### src/rtl/aes_cf_pkg.sv
package aes_cf_pkg;

    localparam int BYTE_W = 8;
    localparam int NIB_W  = 4;
    localparam int NIBS   = BYTE_W / NIB_W;

    typedef logic [BYTE_W-1:0] byte_t;
    typedef logic [NIB_W-1:0]  nib_t;

    // Quadratic y^2 + y + OMEGA over GF(2^4)/(x^4+x+1); OMEGA = x^3 has trace 1
    localparam nib_t CF_OMEGA = 4'h8;
    localparam nib_t GF16_RED = 4'h3;   // x^4 = x + 1
    localparam byte_t AES_RED = 8'h1B;  // x^8 = x^4 + x^3 + x + 1

    // Item after the input basis change
    typedef struct packed {
        logic  dec;
        nib_t  hi;
        nib_t  lo;
    } cf_elem_s;

    // Item after the GF(2^4) norm inversion
    typedef struct packed {
        logic  dec;
        nib_t  hi;
        nib_t  lo;
        nib_t  dinv;
    } cf_inv_s;

    function automatic nib_t gf16_mul(nib_t a, nib_t b);
        nib_t acc;
        nib_t t;
        acc = '0;
        t   = a;
        for (int i = 0; i < NIB_W; i++) begin
            if (b[i]) acc = acc ^ t;
            t = {t[NIB_W-2:0], 1'b0} ^ (t[NIB_W-1] ? GF16_RED : '0);
        end
        return acc;
    endfunction

    function automatic nib_t gf16_sq(nib_t a);
        return gf16_mul(a, a);
    endfunction

    // a^14 = a^-1 for nonzero a, and 0 for a = 0
    function automatic nib_t gf16_inv(nib_t a);
        nib_t a2, a4, a8;
        a2 = gf16_sq(a);
        a4 = gf16_sq(a2);
        a8 = gf16_sq(a4);
        return gf16_mul(gf16_mul(a8, a4), a2);
    endfunction

    // Product in GF(2^4)[y]/(y^2+y+OMEGA); byte = {hi, lo} = hi*y + lo
    function automatic byte_t cf_mul(byte_t x, byte_t z);
        nib_t hh, hl, lh, ll;
        hh = gf16_mul(x[7:4], z[7:4]);
        hl = gf16_mul(x[7:4], z[3:0]);
        lh = gf16_mul(x[3:0], z[7:4]);
        ll = gf16_mul(x[3:0], z[3:0]);
        return {hh ^ hl ^ lh, gf16_mul(hh, CF_OMEGA) ^ ll};
    endfunction

    // Linear map given as eight packed columns
    function automatic byte_t map_bytes(logic [BYTE_W*BYTE_W-1:0] cols, byte_t v);
        byte_t acc;
        acc = '0;
        for (int i = 0; i < BYTE_W; i++)
            if (v[i]) acc = acc ^ cols[BYTE_W*i +: BYTE_W];
        return acc;
    endfunction

    // Columns of the basis change: x^i maps to beta^i, beta a composite root of 0x11B
    function automatic logic [BYTE_W*BYTE_W-1:0] build_sigma_cols();
        logic [BYTE_W*(BYTE_W+1)-1:0] pw;
        logic [BYTE_W*BYTE_W-1:0]     cols;
        logic                         found;
        byte_t                        poly;
        cols  = '0;
        found = 1'b0;
        for (int c = 2; c < 256; c++) begin
            pw = '0;
            pw[BYTE_W-1:0] = 8'h01;
            for (int i = 1; i <= BYTE_W; i++)
                pw[BYTE_W*i +: BYTE_W] = cf_mul(pw[BYTE_W*(i-1) +: BYTE_W], byte_t'(c));
            poly = pw[64 +: 8] ^ pw[32 +: 8] ^ pw[24 +: 8] ^ pw[8 +: 8] ^ pw[0 +: 8];
            if (!found && poly == 8'h00) begin
                found = 1'b1;
                cols  = pw[BYTE_W*BYTE_W-1:0];
            end
        end
        return cols;
    endfunction

    // Columns of the reverse map, found by searching the forward map
    function automatic logic [BYTE_W*BYTE_W-1:0] build_sigma_inv_cols(
        logic [BYTE_W*BYTE_W-1:0] fwd
    );
        logic [BYTE_W*BYTE_W-1:0] cols;
        cols = '0;
        for (int j = 0; j < BYTE_W; j++)
            for (int c = 0; c < 256; c++)
                if (map_bytes(fwd, byte_t'(c)) == (byte_t'(1) << j))
                    cols[BYTE_W*j +: BYTE_W] = byte_t'(c);
        return cols;
    endfunction

    localparam logic [BYTE_W*BYTE_W-1:0] SIGMA_COLS     = build_sigma_cols();
    localparam logic [BYTE_W*BYTE_W-1:0] SIGMA_INV_COLS = build_sigma_inv_cols(SIGMA_COLS);

    function automatic byte_t rotl8(byte_t b, int k);
        return byte_t'((b << k) | (b >> (BYTE_W - k)));
    endfunction

    function automatic byte_t affine_fwd(byte_t b);
        return b ^ rotl8(b, 1) ^ rotl8(b, 2) ^ rotl8(b, 3) ^ rotl8(b, 4) ^ 8'h63;
    endfunction

    function automatic byte_t affine_inv(byte_t s);
        return rotl8(s, 1) ^ rotl8(s, 3) ^ rotl8(s, 6) ^ 8'h05;
    endfunction

endpackage

### src/rtl/aes_cf_stage_reg.sv
module aes_cf_stage_reg #(
    parameter int W  = 8,
    parameter bit EN = 1'b1
) (
    input  logic         clk,
    input  logic         rst,
    input  logic         vin,
    input  logic [W-1:0] din,
    output logic         vout,
    output logic [W-1:0] dout
);
    generate
        if (EN) begin : g_reg
            always_ff @(posedge clk) begin
                if (rst) begin
                    vout <= 1'b0;
                    dout <= '0;
                end else begin
                    vout <= vin;
                    dout <= din;
                end
            end
        end else begin : g_wire
            logic unused_clk_rst;
            assign unused_clk_rst = clk ^ rst;
            assign vout = vin;
            assign dout = din;
        end
    endgenerate
endmodule

### src/rtl/aes_cf_affine.sv
module aes_cf_affine
    import aes_cf_pkg::*;
#(
    parameter bit INVERSE = 1'b0
) (
    input  byte_t din,
    input  logic  apply,
    output byte_t dout
);
    byte_t mapped;
    generate
        if (INVERSE) begin : g_inv
            assign mapped = affine_inv(din);
        end else begin : g_fwd
            assign mapped = affine_fwd(din);
        end
    endgenerate
    assign dout = apply ? mapped : din;
endmodule

### src/rtl/aes_cf_basis.sv
module aes_cf_basis
    import aes_cf_pkg::*;
#(
    parameter bit TO_COMPOSITE = 1'b1
) (
    input  byte_t din,
    output byte_t dout
);
    localparam logic [BYTE_W*BYTE_W-1:0] COLS =
        TO_COMPOSITE ? SIGMA_COLS : SIGMA_INV_COLS;

    // One XOR tree per output bit, selected by the column bits
    generate
        for (genvar r = 0; r < BYTE_W; r++) begin : g_row
            logic [BYTE_W-1:0] row_mask;
            for (genvar c = 0; c < BYTE_W; c++) begin : g_col
                assign row_mask[c] = COLS[BYTE_W*c + r];
            end
            assign dout[r] = ^(row_mask & din);
        end
    endgenerate
endmodule

### src/rtl/aes_cf_norm_inv.sv
module aes_cf_norm_inv
    import aes_cf_pkg::*;
(
    input  nib_t hi,
    input  nib_t lo,
    output nib_t dinv
);
    nib_t norm;
    // hi^2*OMEGA + hi*lo + lo^2 (psi = 1)
    always_comb begin
        norm = gf16_mul(gf16_sq(hi), CF_OMEGA) ^ gf16_mul(hi, lo) ^ gf16_sq(lo);
        dinv = gf16_inv(norm);
    end
endmodule

### src/rtl/aes_cf_sbox.sv
module aes_cf_sbox
    import aes_cf_pkg::*;
#(
    parameter int PIPE = 1
) (
    input  logic       clk,
    input  logic       rst,
    input  logic       in_valid,
    input  logic       in_decrypt,
    input  logic [7:0] in_byte,
    output logic       out_valid,
    output logic [7:0] out_byte
);
    localparam bit REG_A = (PIPE >= 1);
    localparam bit REG_B = (PIPE >= 2);
    localparam int W_A   = $bits(cf_elem_s);
    localparam int W_B   = $bits(cf_inv_s);

    // Stage 0: optional inverse affine, then into the composite basis
    byte_t    pre_byte;
    byte_t    cf0;
    cf_elem_s s0, s1;
    logic     v1;

    aes_cf_affine #(.INVERSE(1'b1)) u_pre (
        .din(in_byte), .apply(in_decrypt), .dout(pre_byte)
    );
    aes_cf_basis #(.TO_COMPOSITE(1'b1)) u_to_cf (
        .din(pre_byte), .dout(cf0)
    );

    assign s0 = '{dec: in_decrypt, hi: cf0[7:4], lo: cf0[3:0]};

    aes_cf_stage_reg #(.W(W_A), .EN(REG_A)) u_reg_a (
        .clk(clk), .rst(rst), .vin(in_valid), .din(s0), .vout(v1), .dout(s1)
    );

    // Stage 1: norm and its GF(2^4) inverse
    nib_t    dinv1;
    cf_inv_s t1, s2;
    logic    v2;

    aes_cf_norm_inv u_norm_inv (.hi(s1.hi), .lo(s1.lo), .dinv(dinv1));

    assign t1 = '{dec: s1.dec, hi: s1.hi, lo: s1.lo, dinv: dinv1};

    aes_cf_stage_reg #(.W(W_B), .EN(REG_B)) u_reg_b (
        .clk(clk), .rst(rst), .vin(v1), .din(t1), .vout(v2), .dout(s2)
    );

    // Stage 2: finish the composite inverse, back to the AES basis, affine
    byte_t inv_cf;
    byte_t back_byte;

    always_comb begin
        inv_cf[7:4] = gf16_mul(s2.hi, s2.dinv);
        inv_cf[3:0] = gf16_mul(s2.hi ^ s2.lo, s2.dinv);
    end

    aes_cf_basis #(.TO_COMPOSITE(1'b0)) u_from_cf (
        .din(inv_cf), .dout(back_byte)
    );
    aes_cf_affine #(.INVERSE(1'b0)) u_post (
        .din(back_byte), .apply(!s2.dec), .dout(out_byte)
    );

    assign out_valid = v2;

    // the shared inverter yields a true inverse for any nonzero element
    a_r3_inverse_product: assert property (@(posedge clk) disable iff (rst)
        (v2 && {s2.hi, s2.lo} != 8'h00) |-> (cf_mul({s2.hi, s2.lo}, inv_cf) == 8'h01));

    // zero passes the inverter as zero
    a_r4_zero_stays_zero: assert property (@(posedge clk) disable iff (rst)
        (v2 && {s2.hi, s2.lo} == 8'h00) |-> (inv_cf == 8'h00));

    // the two basis maps undo each other on the live input
    a_r3_basis_roundtrip: assert property (@(posedge clk) disable iff (rst)
        in_valid |-> (map_bytes(SIGMA_INV_COLS, cf0) == pre_byte));

    // latency of the valid flag and reset flush
    generate
        if (PIPE == 0) begin : g_chk0
            a_r5_valid_latency: assert property (@(posedge clk) disable iff (rst)
                out_valid == in_valid);
        end else if (PIPE == 1) begin : g_chk1
            a_r5_valid_latency: assert property (@(posedge clk) disable iff (rst)
                !$past(rst) |-> (out_valid == $past(in_valid)));
            a_r6_reset_flush: assert property (@(posedge clk) disable iff (rst)
                $past(rst) |-> !out_valid);
        end else begin : g_chk2
            a_r5_valid_latency: assert property (@(posedge clk) disable iff (rst)
                (!$past(rst) && !$past(rst, 2)) |-> (out_valid == $past(in_valid, 2)));
            a_r6_reset_flush: assert property (@(posedge clk) disable iff (rst)
                $past(rst) |-> !out_valid);
        end
    endgenerate

endmodule

### config.mk
export PLATFORM = sky130hd
export DESIGN_NAME = aes_cf_sbox
export DESIGN_NICKNAME = d
export VERILOG_FILES = /design/src/rtl/aes_cf_pkg.sv /design/src/rtl/aes_cf_stage_reg.sv /design/src/rtl/aes_cf_affine.sv /design/src/rtl/aes_cf_basis.sv /design/src/rtl/aes_cf_norm_inv.sv /design/src/rtl/aes_cf_sbox.sv
export SDC_FILE = /design/constraint.sdc
export NUM_CORES = 1
export LEC_CHECK = 0
export ABC_AREA = 1
export ABC_CLOCK_PERIOD_IN_PS = 23200
export BUFFER_PORTS_ARGS = -buffer_cell sky130_fd_sc_hd__buf_2
export CAP_MARGIN = 20
export CORE_AREA = 5 5 87 130
export CTS_CLUSTER_DIAMETER = 40
export DETAILED_ROUTE_END_ITERATION = 10
export DIE_AREA = 0 0 92 135
export HOLD_SLACK_MARGIN = 0.06
export SYNTH_ARGS = -nofsm -noshare
export SYNTH_HDL_FRONTEND = slang
export SYNTH_HIERARCHICAL = 1
export SYNTH_SLANG_ARGS = --single-unit
export TNS_END_PERCENT = 100
### constraint.sdc
create_clock -name clk -period 23.2 [get_ports clk]
set_input_delay 4.64 -clock clk [delete_from_list [all_inputs] [get_ports clk]]
set_output_delay 4.64 -clock clk [all_outputs]
set_load 0.05 [all_outputs]
# After elaboration in Yosys (flattened, before gate mapping)
# Index checks and enable logic that the tools add are counted.
# totals
regBits,10
latchBits,0
mem_bits_rw,0
romBits,0
inputBits,12
out_inout_bits,9
wordCells,162
n_memories,0
# classes
n_addsub,0
mul,0
div,0
n_lt_le_gt_ge,0
n_eq_ne,0
shifts,0
mux,69
n_bitwise,75
reduce_logical,16
# op_table
cell,count
$xor 4x4->4,57
$mux 4,40
$reduce_xor 8->1,16
$mux 2,27
$xor 8x8->8,6
$mux 8,2
$or 8x1->8,2
$or 8x3->8,2
$xor 4x2->4,3
$or 8x2->8,1
$or 8x4->8,1
$or 8x6->8,1
$not 4->4,1
$not 2->2,1

# Longest topological paths before layout
# logic_depth
ltp_word,71
mapped_depth,65

# Cells and area by module
# The synthesis kept the hierarchy.
# by_module_without_submodules
mod,instances,cells_each,area_each_um2,seq_area_each_um2
aes_cf_norm_inv,1,310,1530.2,0.0
aes_cf_sbox,1,158,770.7,0.0
aes_cf_affine at u_post,1,66,316.6,0.0
aes_cf_affine at u_pre,1,68,294.0,0.0
aes_cf_stage_reg at u_reg_a,1,31,286.5,200.2
aes_cf_basis at u_from_cf,1,55,237.7,0.0
aes_cf_basis at u_to_cf,1,32,172.7,0.0
aes_cf_stage_reg at u_reg_b,1,14,105.1,0.0

# Least setup slack after synthesis
# OpenSTA, ideal clock, no wires.
# synth_timing
path_kind,flip-flop to output port
startpoint,register u_reg_a.dout[7]
endpoint,output port out_byte[6]
arrival_ps,6951
setup_slack_ps,11609
stages_incl_launch_ff,50
n_path_buf,4
path_cell_list,dfxtp_1 ha_1 nand2_1 xor2_1 xor2_1 nand3_1 nand2_2 inv_2 buf_6 ha_1 buf_2 inv_1 nand3_1 nand3_1 nand2_2 nand2_4 ha_1 nor2_1 [... 14 more ...] o21ai_1 nand3_1 nand2_1 buf_4 buf_2 nand2_1 xnor2_1 xnor2_1 xor2_1 inv_2 nand2_2 nand2_2 nand2_1 nand2_1 xnor2_1 nand2_1 nand3_1 xor2_1
# synth_via
word_cells_on_any_way,125
classes_between,mux (57); bitwise (63); reduce/logical (5)
# synth_lines
element,line,source
start: declaration,aes_cf_stage_reg.sv:10,output logic [W-1:0] dout
start signal: assignment,aes_cf_stage_reg.sv:20,dout <= din;
$mux 2,aes_cf_pkg.sv:37,"t = {t[NIB_W-2:0], 1'b0} ^ (t[NIB_W-1] ? GF16_RED : '0);"
$xor 4x4->4,aes_cf_pkg.sv:37,
$xor 4x4->4,aes_cf_pkg.sv:36,if (b[i]) acc = acc ^ t;
$mux 4,aes_cf_pkg.sv:36,
$xor 4x4->4,aes_cf_pkg.sv:36,
$mux 4,aes_cf_pkg.sv:36,
$xor 4x4->4,aes_cf_pkg.sv:36,
$mux 4,aes_cf_pkg.sv:36,
[... 43 more ...],n/a,
via dinv1[1],aes_cf_sbox.sv:39,nib_t dinv1;
[... 4 more ...],n/a,
$mux 4 *,aes_cf_pkg.sv:36,
via inv_cf[6],aes_cf_sbox.sv:52,byte_t inv_cf;
$reduce_xor 8->1 *,aes_cf_basis.sv:19,assign dout[r] = ^(row_mask & din);
via back_byte[4],aes_cf_sbox.sv:53,byte_t back_byte;
$or 8x2->8 *,aes_cf_pkg.sv:113,return byte_t'((b << k) | (b >> (BYTE_W - k)));
$xor 8x8->8 * (3 in a row),aes_cf_pkg.sv:117,"return b ^ rotl8(b, 1) ^ rotl8(b, 2) ^ rotl8(b, 3) ^ rotl8(b, 4) ^ 8'h63;"
$not 4->4 (no source line) *,n/a,
$mux 8 *,aes_cf_affine.sv:18,assign dout = apply ? mapped : din;
end: declaration,aes_cf_sbox.sv:12,output logic [7:0] out_byte
# The timed path passes the listed nets; every way through them passes the cells marked *.

# Worst setup path in the final report
# layout_timing
startpoint,register u_reg_a.dout[7]
endpoint,output port out_byte[5]
# layout_via
word_cells_on_any_way,125
classes_between,mux (57); bitwise (63); reduce/logical (5)
# layout_lines
element,line
$mux 2,aes_cf_pkg.sv:37
$xor 4x4->4,aes_cf_pkg.sv:37
$xor 4x4->4,aes_cf_pkg.sv:36
$mux 4,aes_cf_pkg.sv:36
$xor 4x4->4,aes_cf_pkg.sv:36
$mux 4,aes_cf_pkg.sv:36
$xor 4x4->4,aes_cf_pkg.sv:36
$mux 4,aes_cf_pkg.sv:36
[... 43 more ...],n/a
via dinv1[1],aes_cf_sbox.sv:39
[... 4 more ...],n/a
$mux 4 *,aes_cf_pkg.sv:36
via inv_cf[6],aes_cf_sbox.sv:52
$reduce_xor 8->1 *,aes_cf_basis.sv:19
via back_byte[4],aes_cf_sbox.sv:53
$or 8x1->8 *,aes_cf_pkg.sv:113
$xor 8x8->8 * (4 in a row),aes_cf_pkg.sv:117
$not 4->4 (no source line) *,n/a
$mux 8 *,aes_cf_affine.sv:18
# Marks and branches as above.

==> results.md <==
- The primary flip-flop cell chosen by synthesis mapping is dfxtp_1.
- Leaving out filler cells and counting taps, the final layout contains 842.
- The final net count is 746.
- The run finished with clean final reports.
- The final-layout setup total negative slack is 0 ps.
- Setup repair after global routing left no endpoint under its margin.
- The via count of the first global-routing pass is 3550.
- The yosys synthesis warning count is 6.
- The largest net degree at the start of global routing is 21.
- Sorting the synthesized cells by how often they occur yields nand2_1, inv_1, nand3_1.
- The initial utilization of the core area, before any placement, comes to 37.1%.
- The floorplan step defined a core boundary enclosing 10000 um2.
- The number of buffers added by the clock tree synthesis step is 3.
- The final weighted congestion in routability-driven placement is 0.881.
- Measured against its own limit, the worst slew margin works out to 50.0%.
- The final wirelength is 8290 um.
- In this run the count of I/O pins placed on the die edge is 21.
- Detailed placement finished with a half-perimeter wire length of 7000 um.
- Row generation in the floorplan step produced 45 rows.
- After detailed routing, the number of vias per cell comes to 4.74.
- Summed over all layers, the global routing overflow is 0.
- The share of final-layout standard cells stronger than drive strength 1 is 12.1%.
- The CTS root buffer is clkbuf_16.
- TritonCTS built the clock tree.
- In this run the deepest clock path goes through 2 buffers.
- The detailed router finished its first iteration with 214 violations.
- STA puts the critical path data required time at 18560 ps.
- The number of pins with negative max-slew slack in the final report came to 0.
- The delay contributed by the slowest stage of the critical path is 680 ps.
- After detailed routing, the average wire length per cell comes to 9.84 um.
- After clock tree synthesis, the setup repair step added 0 buffers.
- Setup violations remaining at the end of the flow were counted as 0.
- Dividing the final minimum period by the clock period gives 55.2%.
- The remaining antenna violation count is 0.
- The x dimension of the die is 92 um.
- The initial antenna violation count is 0.
- Port buffering added 20 buffers.
- The maximum fanout encountered on the critical timing path is 15.
- Across the run, the number of max-cap violations was 0.
- The total global-route track usage is 13.5%.
- Clock-pin slew was measured on the worst setup and hold paths at 40 ps.
- The number of nets in the synthesized netlist is 754.
- Once the clock tree was built, the resizer swapped 0 gates to a different size.
- The mapped netlist covers 3710 um2.
- The clock net in this run drives a total of 10 sinks.
- For this run, the detailed router's first-pass iteration total came to 4.
- The number of hold buffers added after CTS was 0.
- The number of distinct library cells after synthesis is 33.
- Among all stages on the critical path, the largest delay is contributed by dfxtp_1.
- The repair_antennas step left the layout with diodes totalling 0.
- The gate count of the mapped netlist is 734.
- The cell accounting for the most synthesized area is nand2_1.
- The critical path capture point type is an output pin.
- After synthesis the netlist holds a flip-flop and latch count of 10.
- Ranked by total cell area, the synthesized netlist is headed by nand2_1, nand3_1, inv_1, xnor2_1, xor2_1.
- Static timing analysis puts the maximum clock frequency at 78.1 MHz.
- The remaining design rule violation count is 0.
- The worst path arrival time is 8170 ps.
- The first global-routing pass estimated 14500 um of wire.
- Sequential cells were found to cover 5.39% of the synthesized design area.
- The start-to-end type of the worst setup path is flop to output pin.
- After filler insertion, the fill cell instance count of the layout stands at 1197.
- The launching element type of the critical path is a flop.
- The total vias in the final route is 3987.
- The per-instance average area after synthesis is 5.06 um2.
- The smallest clock period supported by the final layout is computed as 12810 ps.
- The most frequently used cell type in the post-synthesis netlist is nand2_1.
- Of all flip-flops after synthesis, the portion carrying an async set or reset was 0%.
- The die outline area is 12400 um2.
- In this run the number of H-tree levels came out at 1.
- The total count of hold-check failures in the final report is 0.
- From bottom edge to top edge, the die measures 135 um.
- The number of placed cells counting well taps is 838.
- From synthesis to final layout, the design area changed by 2.32%.
- The tightest min-delay check is of the input pin to flop type.
- The share of synthesized area in the top cell type comes to 33.3%.
- At the pin with the least slew margin, the transition time is 750 ps.
- The synthesized design contains 0 enable-type register cells.
- The most used cell along the critical path is nand2_1.
-- worst max-delay path: cells and delay by family (launching register included) --
family,cells,cell delay (ps)
AND/OR/NAND/NOR,36,3740
adder cells (fa/ha/maj),3,1090
XOR/XNOR,4,1090
buffers and inverters,8,1010
flip-flops,1,680
AO/OA/AOI/OAI,2,290
-- worst paths after layout --
kind,from,to,slack [ps],cells past startpoint
setup / recovery,u_reg_a/dout[7],out_byte[5],10390,53
hold / removal,in_valid,u_reg_a/vout,4610,3
-- flip-flops by register name, indices dropped and copies added, names as in the netlist --
| name | count |
|---|---|
| u_reg_a/dout | 9 |
| u_reg_a/vout | 1 |
-- cell families (layout without fill, tap and decap cells) --
logic type / Yosys count / count (layout) / synth area share, %
xor gates and xnor gates: 49 / 49 / 12.2
AOI/OAI and AO/OA: 14 / 14 / 2.19
DFF: 10 / 10 / 5.39
buffers and inverters: 144 / 135 / 18.1
adders and majority gates: 8 / 8 / 2.70
and+or+nand+nor: 509 / 509 / 59.5
-- final cells by class --
cell class | instances | area, um2 | area share [%]
tap | 117 | 146 | 3.85
sequential | 10 | 200 | 5.27
clock buffer | 4 | 88.8 | 2.34
multi-input combinational | 580 | 2840 | 74.8
timing repair buffer | 20 | 100 | 2.63
inverter | 111 | 422 | 11.1
-- through the flow --
stage	area [um2]	hold slack (ps)	setup slack (ps)	util [%]
finish	3800	4610	10390	37.9
global route	3800	4610	9480	37.9
CTS	3800	4610	10410	37.9
detailed placement	3710	4850	10670	37.0
global placement	3710	4850	10750	37.0
floorplan	3710	4750	11610	-
-- metal layers --
metal / track usage (%) / routed length, um / vias up
met1: 14.1 / 3410 / 1729
met2: 28.3 / 4530 / 58
met3: 0.613 / 192 / 10
met4: 3.64 / 150 / 0
li1: - / - / 2190
met5: 0 / 0 / -
-- placed cells by master (no fill, tap or decap), types with 2 or more instances in the layout --
cell,Yosys,routed
nand2_1,329,329
inv_1,93,93
nand3_1,87,87
nor2_1,32,32
nand2_2,31,31
xnor2_1,23,23
xor2_1,23,23
buf_2,7,20
inv_2,14,14
dfxtp_1,10,10
nand3b_1,8,8
ha_1,8,8
nor2_2,7,7
nand4_1,7,7
a21oi_1,3,3
clkbuf_16,0,3
nand3_2,3,3
o21ai_0,3,3
inv_4,2,2
nand2_4,2,2
o21ai_1,2,2
xor2_2,2,2
clkinv_1,2,2
a31oi_1,2,2
o211ai_1,2,2
Power is not shown: default switching activity piles up to over one toggle a cycle in this logic, so the estimate is an artifact.
